## src/rtl/pswd_pkg.sv

```systemverilog
package pswd_pkg;
   typedef enum logic [1:0] {
      DIV_DIRECT  = 2'b00,
      DIV_SWALLOW = 2'b01,
      DIV_QUAD    = 2'b10,
      DIV_OCT     = 2'b11
   } div_mode_e;
endpackage

```

## src/rtl/pswd_setting_decode.sv

```systemverilog
module pswd_setting_decode #(
   parameter int SET_W     = 16,
   parameter int SWALLOW_W = 4,
   parameter int PS_MIN    = 528,
   parameter int DIR_MIN   = 16,
   localparam int MAIN_W   = SET_W - SWALLOW_W
) (
   input  logic [SET_W-1:0]     setting,
   input  logic                 is_direct,
   output logic [MAIN_W-1:0]    main_load,
   output logic [SWALLOW_W-1:0] swallow_load
);
   logic [MAIN_W-1:0] dir_val;
   logic [SET_W-1:0]  ps_val;

   always_comb begin
      dir_val = setting[SET_W-1:SWALLOW_W];
      if (dir_val < MAIN_W'(DIR_MIN)) dir_val = MAIN_W'(DIR_MIN);
      ps_val = setting;
      if (ps_val < SET_W'(PS_MIN)) ps_val = SET_W'(PS_MIN);
      if (is_direct) begin
         main_load    = dir_val;
         swallow_load = '0;
      end else begin
         main_load    = ps_val[SET_W-1:SWALLOW_W];
         swallow_load = ps_val[SWALLOW_W-1:0];
      end
   end
endmodule

```

## src/rtl/pswd_front_div.sv

```systemverilog
module pswd_front_div
   import pswd_pkg::*;
#(
   parameter int FRONT_A = 4,
   parameter int FRONT_B = 8,
   localparam int FW     = (FRONT_B > 1) ? $clog2(FRONT_B) : 1
) (
   input  logic      clk,
   input  logic      rst_n,
   input  logic      restart,
   input  div_mode_e sel,
   output logic      tick
);
   logic [FW-1:0] cnt_q;
   logic [FW-1:0] last;

   generate
      if (FRONT_A < 1 || FRONT_B < FRONT_A) begin : g_bad_front
         $error("front divider ratios must satisfy 1 <= FRONT_A <= FRONT_B");
      end
   endgenerate

   always_comb begin
      unique case (sel)
         DIV_QUAD: last = FW'(FRONT_A - 1);
         DIV_OCT:  last = FW'(FRONT_B - 1);
         default:  last = '0;
      endcase
   end

   assign tick = (cnt_q == last);

   always_ff @(posedge clk or negedge rst_n) begin
      if (!rst_n)          cnt_q <= '0;
      else if (restart)    cnt_q <= '0;
      else if (tick)       cnt_q <= '0;
      else                 cnt_q <= cnt_q + 1'b1;
   end
endmodule

```

## src/rtl/pswd_counter_core.sv

```systemverilog
module pswd_counter_core #(
   parameter int SET_W     = 16,
   parameter int SWALLOW_W = 4,
   localparam int MAIN_W   = SET_W - SWALLOW_W,
   localparam int PC_W     = SWALLOW_W + 1,
   localparam int PRE_LO   = 1 << SWALLOW_W
) (
   input  logic                 clk,
   input  logic                 rst_n,
   input  logic                 tick,
   input  logic                 swallow_mode,
   input  logic                 load,
   input  logic [MAIN_W-1:0]    main_load,
   input  logic [SWALLOW_W-1:0] swallow_load,
   output logic                 term,
   output logic [MAIN_W-1:0]    main_cnt,
   output logic [PC_W-1:0]      pre_cnt
);
   logic [PC_W-1:0]      pc_q;
   logic [SWALLOW_W-1:0] sw_q;
   logic [MAIN_W-1:0]    mc_q;
   logic [PC_W-1:0]      pc_last;
   logic                 pre_out;
   logic                 step;

   always_comb begin
      pc_last = (sw_q != '0) ? PC_W'(PRE_LO) : PC_W'(PRE_LO - 1);
      pre_out = tick && (pc_q == pc_last);
      step    = swallow_mode ? pre_out : tick;
      term    = step && (mc_q == MAIN_W'(1));
   end

   always_ff @(posedge clk or negedge rst_n) begin
      if (!rst_n) begin
         pc_q <= '0;
         sw_q <= '0;
         mc_q <= MAIN_W'(1);
      end else if (load || term) begin
         pc_q <= '0;
         sw_q <= swallow_load;
         mc_q <= main_load;
      end else begin
         if (swallow_mode && tick) pc_q <= pre_out ? '0 : pc_q + 1'b1;
         if (step) begin
            mc_q <= mc_q - 1'b1;
            if (swallow_mode && sw_q != '0) sw_q <= sw_q - 1'b1;
         end
      end
   end

   assign main_cnt = mc_q;
   assign pre_cnt  = pc_q;
endmodule

```

## src/rtl/pswd_divider.sv

```systemverilog
module pswd_divider
   import pswd_pkg::*;
#(
   parameter int SET_W     = 16,
   parameter int SWALLOW_W = 4,
   parameter int PS_MIN    = 528,
   parameter int DIR_MIN   = 16,
   parameter int FRONT_A   = 4,
   parameter int FRONT_B   = 8
) (
   input  logic             clk,
   input  logic             rst_n,
   input  logic [SET_W-1:0] div_setting,
   input  logic [1:0]       div_mode,
   output logic             div_pulse
);
   localparam int MAIN_W = SET_W - SWALLOW_W;
   localparam int PC_W   = SWALLOW_W + 1;

   generate
      if (SWALLOW_W < 1 || MAIN_W < 2) begin : g_bad_width
         $error("setting must split into swallow and main fields");
      end
      if ((PS_MIN >> SWALLOW_W) < (1 << SWALLOW_W)) begin : g_bad_min
         $error("PS_MIN too small: main count must cover the swallow count");
      end
   endgenerate

   div_mode_e                mode_q;
   logic                     start_q;
   logic                     pulse_q;
   logic                     reload;
   logic                     term;
   logic                     tick;
   logic [MAIN_W-1:0]        main_load;
   logic [SWALLOW_W-1:0]     swallow_load;
   logic [MAIN_W-1:0]        main_cnt;
   logic [PC_W-1:0]          pre_cnt;
   div_mode_e                mode_in;

   assign mode_in = div_mode_e'(div_mode);
   assign reload  = start_q | term;

   pswd_setting_decode #(
      .SET_W(SET_W), .SWALLOW_W(SWALLOW_W), .PS_MIN(PS_MIN), .DIR_MIN(DIR_MIN)
   ) u_decode (
      .setting      (div_setting),
      .is_direct    (mode_in == DIV_DIRECT),
      .main_load    (main_load),
      .swallow_load (swallow_load)
   );

   pswd_front_div #(.FRONT_A(FRONT_A), .FRONT_B(FRONT_B)) u_front (
      .clk     (clk),
      .rst_n   (rst_n),
      .restart (reload),
      .sel     (mode_q),
      .tick    (tick)
   );

   pswd_counter_core #(.SET_W(SET_W), .SWALLOW_W(SWALLOW_W)) u_core (
      .clk          (clk),
      .rst_n        (rst_n),
      .tick         (tick),
      .swallow_mode (mode_q != DIV_DIRECT),
      .load         (start_q),
      .main_load    (main_load),
      .swallow_load (swallow_load),
      .term         (term),
      .main_cnt     (main_cnt),
      .pre_cnt      (pre_cnt)
   );

   always_ff @(posedge clk or negedge rst_n) begin
      if (!rst_n) begin
         start_q <= 1'b1;
         mode_q  <= DIV_DIRECT;
         pulse_q <= 1'b0;
      end else begin
         start_q <= 1'b0;
         pulse_q <= term && !start_q;
         if (reload) mode_q <= mode_in;
      end
   end

   assign div_pulse = pulse_q;
endmodule

```

## config.mk

```make
export PLATFORM = sky130hd
export DESIGN_NAME = pswd_divider
export DESIGN_NICKNAME = d
export VERILOG_FILES = /design/src/rtl/pswd_pkg.sv /design/src/rtl/pswd_setting_decode.sv /design/src/rtl/pswd_front_div.sv /design/src/rtl/pswd_counter_core.sv /design/src/rtl/pswd_divider.sv
export SDC_FILE = /design/constraint.sdc
export NUM_CORES = 1
export LEC_CHECK = 0
export ABC_AREA = 0
export BUFFER_PORTS_ARGS = -buffer_cell sky130_fd_sc_hd__buf_2
export CORE_ASPECT_RATIO = 1.1
export CORE_MARGIN = 3
export CORE_UTILIZATION = 60
export CTS_BUF_LIST = sky130_fd_sc_hd__clkbuf_4
export DETAILED_ROUTE_END_ITERATION = 8
export PLACE_DENSITY = 0.8
export SLEW_MARGIN = 20
export SYNTH_ARGS = -nofsm -noshare
export SYNTH_HDL_FRONTEND = slang
export SYNTH_SLANG_ARGS = --single-unit
```

## constraint.sdc

```tcl
create_clock -name clk -period 2.55 [get_ports clk]
set_input_delay 0.255 -clock clk [delete_from_list [all_inputs] [get_ports clk]]
set_output_delay 0.255 -clock clk [all_outputs]
set_load 0.02 [all_outputs]
```

# Word-level counts from Yosys, hierarchy flattened
# Cells that the tools add are included.
# classes
n_mux,17
reduce_logical,14
order_cmp,2
n_addsub,4
n_bitwise,1
eq_ne,5
# ops
operator,count
two-way mux 12 bit,4
two-way mux 5 bit,4
< comparator 16 x 10 -> 1 bit (second input constant),1
two-way mux 16 bit,1
two-way mux 4 bit,4
== test 12 x 1 -> 1 bit (second input constant),1
< comparator 12 x 5 -> 1 bit (second input constant),1
subtractor 12 x 1 -> 12 bit (second input constant),1
nonzero test 2 bit,4
two-way mux 3 bit,2
one-hot mux 3 bit (2 select lines),1
adder 5 x 1 -> 5 bit (second input constant),1
== test 5 bit,1
logical AND 1 bit,5
== test 2 bit (second input constant),2
nonzero test 4 bit,1
subtractor 4 x 1 -> 4 bit (second input constant),1
adder 3 x 1 -> 3 bit (second input constant),1
== test 3 bit,1
zero test 2 bit,1
AND reduction 2 bit,1
zero test 1 bit,1
logical OR 1 bit,1
two-way mux 1 bit,1
OR 1 bit,1
# word_totals
wordCells,50
out_inout_bits,1
reg_bits,28

# Depth between registers and ports, before layout
# Gate-level depths: netlist (run 1).
# logic_depth
depth_word,9
ltp_mapped,9
mapped_depth_nobuf,7

# Hierarchy
# Synthesis (run 1) repeated with hierarchy kept, for this count alone.
# unflattened
cells_unflattened,220
hier_area_um2,2019.4
# by_module_without_submodules
mod,n_inst,seq_area_each_um2,area_per_inst_um2,cells_per_inst
pswd_counter_core,1,526.8,1493.9,162
pswd_setting_decode,1,0.0,221.5,34
pswd_divider,1,101.3,156.4,12
pswd_front_div,1,75.1,147.6,12

# Worst setup path before layout (run 1)
# No wires, ideal clock.
# synth_timing
kind,register -> register
startpoint,register u_core.sw_q[0]
endpoint,register u_core.sw_q[3]
path_slack_ns,0.331
t_arrival_ns,2.093
setup_time_ns,0.126
t_required_ns,2.424
n_path_buf,1
path_stages_with_launch,9
path_cell_list,dfrtp_1 > inv_1 > ha_1 > or3b_1 > and3_1 > buf_6 > o221a_4 > or2_4 > a221o_1
# synth_between
elab_chain_len,9
elab_cells_between_ends,15
cone_classes,add/sub (1); eq/ne (1); mux (5); reduce/logical (8)
# synth_lines
element,line,rtl
"start, declared",pswd_counter_core.sv:20,logic [SWALLOW_W-1:0] sw_q;
"start signal, assigned",pswd_counter_core.sv:40,sw_q <= swallow_load;
"start signal, assigned",pswd_counter_core.sv:46,if (swallow_mode && sw_q != '0) sw_q <= sw_q - 1'b1;
nonzero test 4 bit,"pswd_counter_core.sv:27, pswd_counter_core.sv:46",
two-way mux 5 bit,pswd_counter_core.sv:27,pc_last = (sw_q != '0) ? PC_W'(PRE_LO) : PC_W'(PRE_LO - 1);
== test 5 bit,pswd_counter_core.sv:28,pre_out = tick && (pc_q == pc_last);
logical AND 1 bit,pswd_counter_core.sv:28,
two-way mux 1 bit,pswd_counter_core.sv:29,step = swallow_mode ? pre_out : tick;
logical AND 1 bit,pswd_counter_core.sv:30,term = step && (mc_q == MAIN_W'(1));
logical OR 1 bit,pswd_counter_core.sv:38,end else if (load || term) begin
nonzero test 2 bit (no source line),--,
AND reduction 2 bit (no source line),--,
# Several ways; a longest one is shown, not always the timed one. The select of a mux whose other input is x is not followed.
# A chain may end at the register's enable or synchronous reset.

# Worst setup path in the final report (run 1)
# Ends and elaborated chain as after synthesis.

==> flow_metrics.py, run 1 <==
metrics = {
    "outcome": {
        "outcome": "finished, final reports clean",
    },
    "detailed_routing": {
        "drt-total-wl_um": 4302,
        "drt_first_pass_iters": 4,
        "dr.first_iter.drc_count": 131,
        "routed_via_density": 6.553,
        "vias": 1730,
        "ant_nets": 0,
        "drcViolationCount": 0,
        "wire_per_inst_um": 16.30,
    },
    "timing": {
        "finalSetupViolations": 0,
        "finalCriticalPeriod_ps": 2370,
        "fin_setup_tns_ps": 0,
        "fmax_ghz": 0.4219,
        "grt_setup_unrepaired": "false",
        "fin_crit_sh_pct": 92.96,
        "tightestPinTransition_ps": 643.1,
        "slew_headroom_pct": 57.12,
        "drv_slew": 0,
        "hold_viol": 0,
        "fin_skew_ps": 9.193,
    },
    "pwr": {
        "internal_power_uw": 745.7,
        "power_density_nw_per_um2": 560.1,
        "p_switching_uw": 407.9,
        "p_comb_share_pct": 30.1,
        "switching_share_pct": 35.36,
        "pwr-share-clk_pct": 17.1,
        "ir_drop_mv": 0.4283,
        "p_leak_uw": 0.0009102,
        "power_frac_seq_pct": 52.8,
    },
    "cts": {
        "clkLatencyLatePin_ps": 320,
        "cts_root_buf": "clkbuf_4",
        "numCtsBuffers": 3,
        "cts_tree": "done",
        "path_clk_slew_ps": 150,
        "htree_levels": 1,
        "cts.sinks": 28,
        "cts_setup_buffers": 0,
        "ctsLongestPathBuffers": 2,
    },
    "floorplan": {
        "die_h_um": 64.84,
        "initial_core_util_pct": 65.61,
        "die_area_um2": 3857,
        "rows": 20,
        "core_region_area_um2": 2878,
        "die_w_um": 59.49,
        "io_pins": 21,
    },
    "final_layout": {
        "final_cell_area_um2": 2059,
        "multi_input_area_um2": 1085,
        "nNetsFinal": 257,
        "drive_gt1_share_pct": 19.91,
        "areaGrowthSynthToFinish_pct": 9.079,
        "n_antenna_cell": 0,
        "regArea_um2": 703.2,
        "num-fill-cells": 229,
    },
    "critical_path": {
        "cpPeakStageDelay_ps": 400,
        "worst_path_max_delay_cell": "dfrtp_1",
        "required_ps": 2760,
        "r2r-start": "u_core.sw_q[0]",
        "r2r_slack_ps": 180,
        "end_kind": "flip-flop",
        "crit_fanout": 6,
        "rr_worst_depth": 7,
        "r2r-end": "u_core.sw_q[3]",
        "criticalPathCategory": "reg2reg",
        "cp-startpoint": "u_core.sw_q[0]",
        "start_kind": "flip-flop",
        "path_cells": "inv_1 > ha_1 > or3b_1 > and3_1 > o221a_4 > or2_4 > a221o_1",
        "critical_path_arrival_ps": 2580,
    },
    "global_route": {
        "globalRoute.totalOverflow": 0,
        "grt_busiest_layer": "met2",
        "grt_use_met1_pct": 31.90,
        "grtUsageMet2_pct": 40.57,
        "antenna_found_initial": 0,
        "grt_pass1_wl_um": 7182,
        "grt_max_degree": 29,
        "met3_usage_pct": 2.988,
        "grt_pass1_vias": 1599,
        "grt.total_usage_pct": 23.98,
    },
    "logic_synthesis": {
        "ys_types": 55,
        "synth_seq_cells": 28,
        "synth_top_cell_by_area": "dfrtp_1",
        "synthArstFlopShare_pct": 100.0,
        "synthCells": 209,
        "ys_seq_area_share_pct": 37.24,
        "ys.flop_type": "dfrtp_1",
        "netlist_area_um2": 1888,
        "netlist_top_cells_area": "dfrtp_1 (34%), nor3_1 (4.5%), mux2i_1 (4.2%)",
        "yosysWarnings": 0,
        "synth_edf_count": 0,
        "synth.top_cell.area_share_pct": 34.46,
        "synth_area_per_cell_um2": 9.034,
        "syn_nets": 234,
    },
    "min_path": {
        "holdPathEnd": "mode_q[0]",
        "hold_class": "in2reg",
        "min_path_cells": 3,
        "hold_start": "div_mode[0]",
    },
    "place": {
        "port_buffers": 20,
        "globalplace.congestion": 0.9575,
        "hpwlAfterDp_um": 3232,
        "placed_area_um2": 2013,
    },
    "run": {
        "maxCapViolCount": 0,
    },
}
power by group through the flow:
stage               registers [uW]  clock network [uW]  logic, uW
global placement               608                   0        332
detailed placement             614                   0        343
finish                         609                 197        348
global route                   619                 228        393
floorplan                      587                   0        258
CTS                            605                 210        345
critical path: cells and delay by family, from the launching register on:
kind	cells	cell delay [ps]
compound gates	2	670
flops	1	400
fa+ha+maj	1	220
simple gates	3	890
buf+inv	1	100
registers in the layout, summed over array words and instances (netlist names):
register,flops
u_core.main_cnt,12
u_core.pre_cnt,5
u_core.sw_q,4
u_front.cnt_q,3
mode_q,2
div_pulse,1
start_q,1
Yosys cell counts (4+ instances only):
| cell | n |
|---|---|
| o211ai_1 | 5 |
| nand2_1 | 16 |
| ha_1 | 5 |
| nand3_1 | 9 |
| mux2i_1 | 8 |
| a21oi_1 | 9 |
| nor2_1 | 14 |
| nor4_1 | 4 |
| nor3_1 | 17 |
| buf_2 | 4 |
| o21ai_0 | 10 |
| inv_1 | 10 |
| o22ai_1 | 4 |
| dfrtp_1 | 26 |
| and3_1 | 6 |
cell families (layout without fill, tap and decap cells):
kind of cell | after synthesis | count (layout) | share of synthesized area, %
and+or+nand+nor | 88 | 88 | 25.45
muxes | 10 | 10 | 5.434
xor gates and xnor gates | 2 | 2 | 0.9279
other | 1 | 1 | 0.1986
DFF | 28 | 28 | 37.24
adders and majority gates | 5 | 5 | 3.313
AOI/OAI and AO/OA | 55 | 55 | 21.80
buffers and inverters | 20 | 42 | 5.633
per-stage QoR:
stage	utilization (%)	power, uW	hold slack [ps]	setup slack [ps]	instances
global placement	69.96	939.3	302.2	179.6	259
global route	71.57	1240	115.9	82.73	264
finish	71.57	1154	135.1	179.6	264
floorplan	-	844.9	-40.59	331.0	209
detailed placement	69.96	956.1	317.6	66.72	259
CTS	71.35	1160	122.2	58.66	264
placed cells by master, fill, tap and decap left out, types with 2 or more instances in the layout:
master | netlist | final
nor3_1 | 17 | 17
xnor2_1 | 2 | 2
and3_1 | 6 | 6
mux2i_1 | 8 | 8
buf_4 | 1 | 7
a211oi_1 | 2 | 2
nand3_1 | 9 | 9
o2bb2ai_1 | 3 | 3
buf_2 | 4 | 20
o311ai_0 | 2 | 2
o211ai_1 | 5 | 5
or4_1 | 3 | 3
o21ai_0 | 10 | 10
dfrtp_1 | 26 | 26
nand2b_1 | 3 | 3
nor4_1 | 4 | 4
a22oi_1 | 3 | 3
a211o_1 | 2 | 2
a31oi_1 | 3 | 3
o22ai_1 | 4 | 4
a21oi_1 | 9 | 9
nand3b_1 | 2 | 2
inv_1 | 10 | 10
mux2_2 | 2 | 2
ha_1 | 5 | 5
nor2_1 | 14 | 14
nand2_1 | 16 | 16
clkbuf_4 | 0 | 4
nor3b_1 | 3 | 2
dfstp_2 | 2 | 2
worst max-delay path by stage:
stage	endpoint	slack (ps)	cells after the start
after global placement	u_core.sw_q[2]	180	7
after detailed placement	u_core.sw_q[3]	70	6
after floorplan	u_core.sw_q[3]	330	8
after CTS	u_core.sw_q[3]	60	6
final	u_core.sw_q[3]	180	7
after global routing	u_core.sw_q[3]	80	7
routing by layer:
metal | vias to the layer above | part of all wire [%]
met5 | - | 0
met2 | 45 | 50
met1 | 846 | 45
li1 | 831 | -
met4 | 0 | 1.5
met3 | 8 | 3.5
layout make-up:
cell class | instances | area share, %
Multi-Input combinational cell | 161 | 52.67
Sequential cell | 28 | 34.14
Timing Repair Buffer | 28 | 7.898
Tap cell | 33 | 2.005
Inverter | 10 | 1.823
Clock buffer | 4 | 1.458
timing repair:
| item | in CTS | in global routing |
|---|---|---|
| hold endpoints to repair | 26 | 0 |
| setup endpoints to repair | 0 | 7 |
| gates resized for setup | 0 | 2 |
| hold buffers | 1 | 0 |
(Power assumes the default switching activity.)
==> run 2: changes to the inputs <==
--- a/config.mk
+++ b/config.mk
@@ -13,6 +13,7 @@
 export CTS_BUF_LIST = sky130_fd_sc_hd__clkbuf_4
 export DETAILED_ROUTE_END_ITERATION = 8
 export PLACE_DENSITY = 0.8
+export RECOVER_POWER = 25
 export SLEW_MARGIN = 20
 export SYNTH_ARGS = -nofsm -noshare
 export SYNTH_HDL_FRONTEND = slang
==> run 2 against run 1 <==
The run now ends with max-capacitance violations, max-slew violations left; count of clock-buffer cells in the layout is the same; sequential share of layout area is essentially flat; first-iteration DRC count shrank 3.8%; core utilization is essentially flat; die area is the same.
==> flow_metrics.py, run 2 (synthesis results as in run 1) <==
metrics = {
    "timing": {
        "slew_headroom_pct": -4.456,
        "worst_slack_ps": 176.5,
        "fin_crit_sh_pct": 93.08,
        "finalCriticalPeriod_ps": 2374,
        "hold_viol": 0,
        "fin_setup_tns_ps": 0,
        "grt_setup_unrepaired": "false",
        "tightestPinTransition_ps": 1567,
        "finalSetupViolations": 0,
        "fin_skew_ps": 6.150,
        "fmax_ghz": 0.4213,
        "drv_slew": 29,
    },
    "floorplan": {
        "rows": 20,
        "core_region_area_um2": 2878,
        "io_pins": 21,
        "die_area_um2": 3857,
        "die_h_um": 64.84,
        "die_w_um": 59.49,
        "initial_core_util_pct": 65.61,
    },
    "detailed_routing": {
        "drcViolationCount": 0,
        "routed_via_density": 6.640,
        "wire_per_inst_um": 16.36,
        "vias": 1753,
        "drt_first_pass_iters": 4,
        "ant_nets": 0,
        "drt-total-wl_um": 4319,
        "dr.first_iter.drc_count": 126,
    },
    "pwr": {
        "ir_drop_mv": 0.4276,
        "finalPower_uw": 1156,
        "power_density_nw_per_um2": 561.5,
        "p_leak_uw": 0.0009074,
    },
    "cts": {
        "numCtsBuffers": 3,
        "clkLatencyLatePin_ps": 320,
        "ctsLongestPathBuffers": 2,
        "cts.sinks": 28,
        "cts_root_buf": "clkbuf_4",
        "cts_setup_buffers": 0,
        "htree_levels": 1,
        "cts_tree": "done",
        "path_clk_slew_ps": 150,
    },
    "global_route": {
        "grt_pass1_wl_um": 7182,
        "globalRoute.totalOverflow": 0,
        "antenna_found_initial": 0,
        "grt_max_degree": 29,
        "grt_pass1_vias": 1599,
        "grt.total_usage_pct": 23.98,
    },
    "final_layout": {
        "largest_register_ffs": 12,
        "nNetsFinal": 257,
        "drive_gt1_share_pct": 19.48,
        "final_cell_mix": "dfrtp_1 (26), buf_2 (19), nor3_1 (17)",
        "n_antenna_cell": 0,
        "num-fill-cells": 230,
        "regArea_um2": 703.2,
        "final_common_cell": "dfrtp_1",
        "multi_input_area_um2": 1085,
        "areaGrowthSynthToFinish_pct": 9.012,
    },
    "critical_path": {
        "required_ps": 2770,
        "start_kind": "flip-flop",
        "criticalPathCategory": "reg2reg",
        "end_kind": "flip-flop",
        "cpPeakStageDelay_ps": 410,
        "worst_path_max_delay_cell": "dfrtp_1",
        "crit_fanout": 6,
        "path_cells": "inv_1 > ha_1 > or3b_1 > and3_1 > o221a_4 > or2_4 > a221o_1",
        "critical_path_arrival_ps": 2590,
    },
    "outcome": {
        "violations": "max-capacitance violations, max-slew violations",
        "outcome": "finished with violations",
    },
    "place": {
        "port_buffers": 20,
        "globalplace.congestion": 0.9575,
        "pre_cts_ws_ps": 66.72,
        "hpwlAfterDp_um": 3232,
    },
    "min_path": {
        "hold_class": "in2reg",
    },
    "run": {
        "maxCapViolCount": 1,
    },
}
==> run 2: cell count changes in the layout (fill, tap and decap cells not counted) <==
| cell | previous run | this run |
|---|---|---|
| buf_2 | 20 | 19 |
| clkbuf_1 | 0 | 1 |
==> run 2: timing repair <==
| item | in CTS | in global routing |
|---|---|---|
| resized for setup | 0 | 2 |
| endpoints found under the setup margin | 0 | 7 |
| hold buffers | 1 | 0 |
| hold endpoints to repair | 26 | 0 |
==> run 2: final timing paths <==
path | start | to | slack (ps) | cells after the start
min in group asynchronous | rst_n | u_front.cnt_q[0] | 830 | 2
min reg2reg | u_front.cnt_q[0] | u_front.cnt_q[0] | 530 | 1
min | div_mode[0] | mode_q[0] | 130 | 3
max | u_core.sw_q[0] | u_core.sw_q[3] | 180 | 7
max reg2reg | u_core.sw_q[0] | u_core.sw_q[3] | 180 | 7
max in group asynchronous | rst_n | u_core.sw_q[0] | 820 | 2
==> run 2: cell type report <==
class | count | area share [%]
inverter | 10 | 1.824
sequential | 28 | 34.16
tap | 33 | 2.006
multi-input combinational | 161 | 52.71
timing repair buffer | 28 | 7.842
clock buffer | 4 | 1.459
==> run 2: power breakdown <==
| part | switching, uW | leakage, uW | total, uW | internal [uW] |
|---|---|---|---|---|
| sequential | 93.1 | 0.000346 | 609 | 516 |
| combinational | 190 | 0.000543 | 348 | 158 |
| clock | 127 | 0.0000184 | 199 | 71.8 |
==> run 2: metal layers <==
layer  GRT usage, %  vias to the layer above  wire length [um]
li1               -                      831                 -
met3          2.988                       10               178
met4          5.949                        0                70
met1          31.90                      853              1910
met5              0                        -                 0
met2          40.57                       59              2159
==> run 2: through the flow <==
stage | area (um2) | cells | utilization [%] | hold slack (ps)
finish | 2058 | 264 | 71.52 | 134.8
global route | 2058 | 264 | 71.52 | 115.9
CTS | 2053 | 264 | 71.35 | 122.2
detailed placement | 2013 | 259 | 69.96 | 317.6
global placement | 2013 | 259 | 69.96 | 302.2
floorplan | 1888 | 209 | - | -40.59
==> run 2: critical path: cells and delay by family (launching register included) <==
| family | cells | cell delay [ps] |
|---|---|---|
| simple gates | 3 | 880 |
| compound gates | 2 | 670 |
| flops | 1 | 410 |
| fa+ha+maj | 1 | 220 |
| buf+inv | 1 | 100 |
==> run 3: changes to the inputs <==
--- a/config.mk
+++ b/config.mk
@@ -9,10 +9,10 @@
 export BUFFER_PORTS_ARGS = -buffer_cell sky130_fd_sc_hd__buf_2
 export CORE_ASPECT_RATIO = 1.1
 export CORE_MARGIN = 3
-export CORE_UTILIZATION = 60
+export CORE_UTILIZATION = 45
 export CTS_BUF_LIST = sky130_fd_sc_hd__clkbuf_4
 export DETAILED_ROUTE_END_ITERATION = 8
-export PLACE_DENSITY = 0.8
+export PLACE_DENSITY = 0.63
 export RECOVER_POWER = 25
 export SLEW_MARGIN = 20
 export SYNTH_ARGS = -nofsm -noshare
==> run 3 against run 2 <==
The run still ends with max-capacitance violations, max-slew violations left; count of clock-buffer cells in the layout shrank 1; global-route usage is 4.5 points lower; register-to-register slack improved by 50 ps; clock power shrank 4%; sequential power about the same; setup slack improved by 47 ps; largest cell class unchanged; largest power group unchanged.
==> flow_metrics.py, run 3 (synthesis results as in run 1) <==
metrics = {
    "final_layout": {
        "final_cell_mix": "dfrtp_1 (26), buf_2 (19), nor3_1 (17)",
        "num-fill-cells": 399,
        "nNetsFinal": 261,
        "n_antenna_cell": 0,
        "areaGrowthSynthToFinish_pct": 11.40,
        "final_common_cell": "dfrtp_1",
        "largest_register_ffs": 12,
        "drive_gt1_share_pct": 20.00,
        "final_cell_count_no_fill": 287,
    },
    "pwr": {
        "p_leak_uw": 0.0009238,
        "ir_drop_mv": 0.2203,
        "p_comb_share_pct": 30.2,
        "finalPower_uw": 1145,
        "p_switching_uw": 411.6,
        "internal_power_uw": 733.0,
        "switching_share_pct": 35.96,
        "power_density_nw_per_um2": 544.2,
        "power_frac_seq_pct": 53.0,
        "pwr-share-clk_pct": 16.8,
    },
    "global_route": {
        "grt.total_usage_pct": 19.43,
        "grt_pass1_wl_um": 7493,
        "grt_pass1_vias": 1656,
        "globalRoute.totalOverflow": 0,
        "antenna_found_initial": 0,
        "grt_max_degree": 29,
    },
    "timing": {
        "fin_setup_tns_ps": 0,
        "fin_skew_ps": 8.899,
        "slew_headroom_pct": -4.373,
        "tightestPinTransition_ps": 1566,
        "hold_viol": 0,
        "timing.hold.ws_ps": 126.3,
        "finalSetupViolations": 0,
        "grt_setup_unrepaired": "false",
        "fmax_ghz": 0.4299,
        "finalCriticalPeriod_ps": 2326,
        "fin_crit_sh_pct": 91.22,
        "drv_slew": 29,
        "worst_slack_ps": 223.8,
    },
    "cts": {
        "cts_tree": "done",
        "path_clk_slew_ps": 160,
        "ctsLongestPathBuffers": 2,
        "cts_root_buf": "clkbuf_4",
        "clkLatencyLatePin_ps": 330,
        "htree_levels": 1,
        "cts.sinks": 28,
        "cts_setup_buffers": 0,
        "numCtsBuffers": 3,
    },
    "critical_path": {
        "endpoint": "u_core.sw_q[3]",
        "crit_buf_inv": 1,
        "start_kind": "flip-flop",
        "r2r-end": "u_core.sw_q[3]",
        "crit_fanout": 6,
        "worst_path_max_delay_cell": "dfrtp_1",
        "rr_worst_depth": 7,
        "cp_top_family": "simple AND/OR/NAND/NOR gates",
        "criticalPathCategory": "reg2reg",
        "cp.depth": 7,
        "cp-startpoint": "u_core.sw_q[0]",
        "r2r-start": "u_core.sw_q[0]",
        "required_ps": 2780,
        "critical_path_arrival_ps": 2560,
        "path_cells": "inv_1 > ha_1 > or3b_1 > and3_1 > o221a_4 > or2_4 > a221o_1",
        "end_kind": "flip-flop",
        "cpPeakStageDelay_ps": 410,
        "r2r_slack_ps": 220,
    },
    "detailed_routing": {
        "routed_via_density": 5.794,
        "drt-total-wl_um": 4387,
        "drcViolationCount": 0,
        "wire_per_inst_um": 15.29,
        "dr.first_iter.drc_count": 84,
        "drt_first_pass_iters": 4,
        "vias": 1663,
        "ant_nets": 0,
    },
    "min_path": {
        "min_path_cells": 3,
        "hold_class": "in2reg",
    },
    "place": {
        "port_buffers": 20,
        "dp.cells": 282,
        "globalplace.congestion": 0.7838,
        "hpwlAfterDp_um": 3255,
        "pre_cts_ws_ps": 166.8,
    },
    "floorplan": {
        "core_region_area_um2": 3994,
        "die_h_um": 73.94,
        "die_area_um2": 5010,
        "rows": 24,
        "initial_core_util_pct": 47.27,
        "io_pins": 21,
        "die_w_um": 67.76,
    },
    "run": {
        "maxCapViolCount": 1,
    },
    "outcome": {
        "violations": "max-capacitance violations, max-slew violations",
        "outcome": "finished with violations",
    },
}
[run 3: worst min path at each step]
stage | start | to | slack, ps
after floorplan | rst_n | div_pulse | -40
after global placement | rst_n | u_core.pre_cnt[0] | 320
after detailed placement | rst_n | u_core.pre_cnt[0] | 330
after CTS | div_mode[0] | mode_q[0] | 120
after global routing | div_mode[1] | mode_q[1] | 120
final | div_mode[0] | mode_q[0] | 130
[run 3: power groups by stage]
stage                     sequential, uW  combinational (uW)  clock [uW]
final                                607                 346         192
after global routing                 620                 394         215
after CTS                            606                 348         201
after detailed placement             613                 346           0
after global placement               611                 344           0
after floorplan                      587                 258           0
[run 3: timing repair]
action,4_1_cts,5_1_grt
hold buffers,1,0
gates resized for setup,0,1
hold endpoints to repair,26,0
endpoints found under the setup margin,0,5
[run 3: stage by stage]
stage | utilization, % | instance area [um2]
6_report | 52.66 | 2103
5_1_grt | 52.66 | 2103
4_1_cts | 52.66 | 2103
3_5_place_dp | 51.75 | 2067
3_3_place_gp | 51.75 | 2067
2_1_floorplan | - | 1888
[run 3: layer usage]
layer	GRT usage (%)	wire [um]
met3	1.964	68
met2	33.73	2215
met4	6.081	23
met5	0	0
met1	25.29	2079
[run 3: layout make-up]
class | count | area, um2 | area share, %
multi-input combinational | 161 | 1080 | 51.34
sequential | 28 | 703.2 | 33.43
timing repair buffer | 32 | 191.4 | 9.102
tap | 52 | 65.06 | 3.093
inverter | 10 | 37.54 | 1.785
clock buffer | 3 | 22.52 | 1.071
clock inverter | 1 | 3.754 | 0.1785
[run 3: tightest hold or removal path, stage by stage]
cell	delay [ps]
buf_2	90
nand2_1	40
nand2_1	50
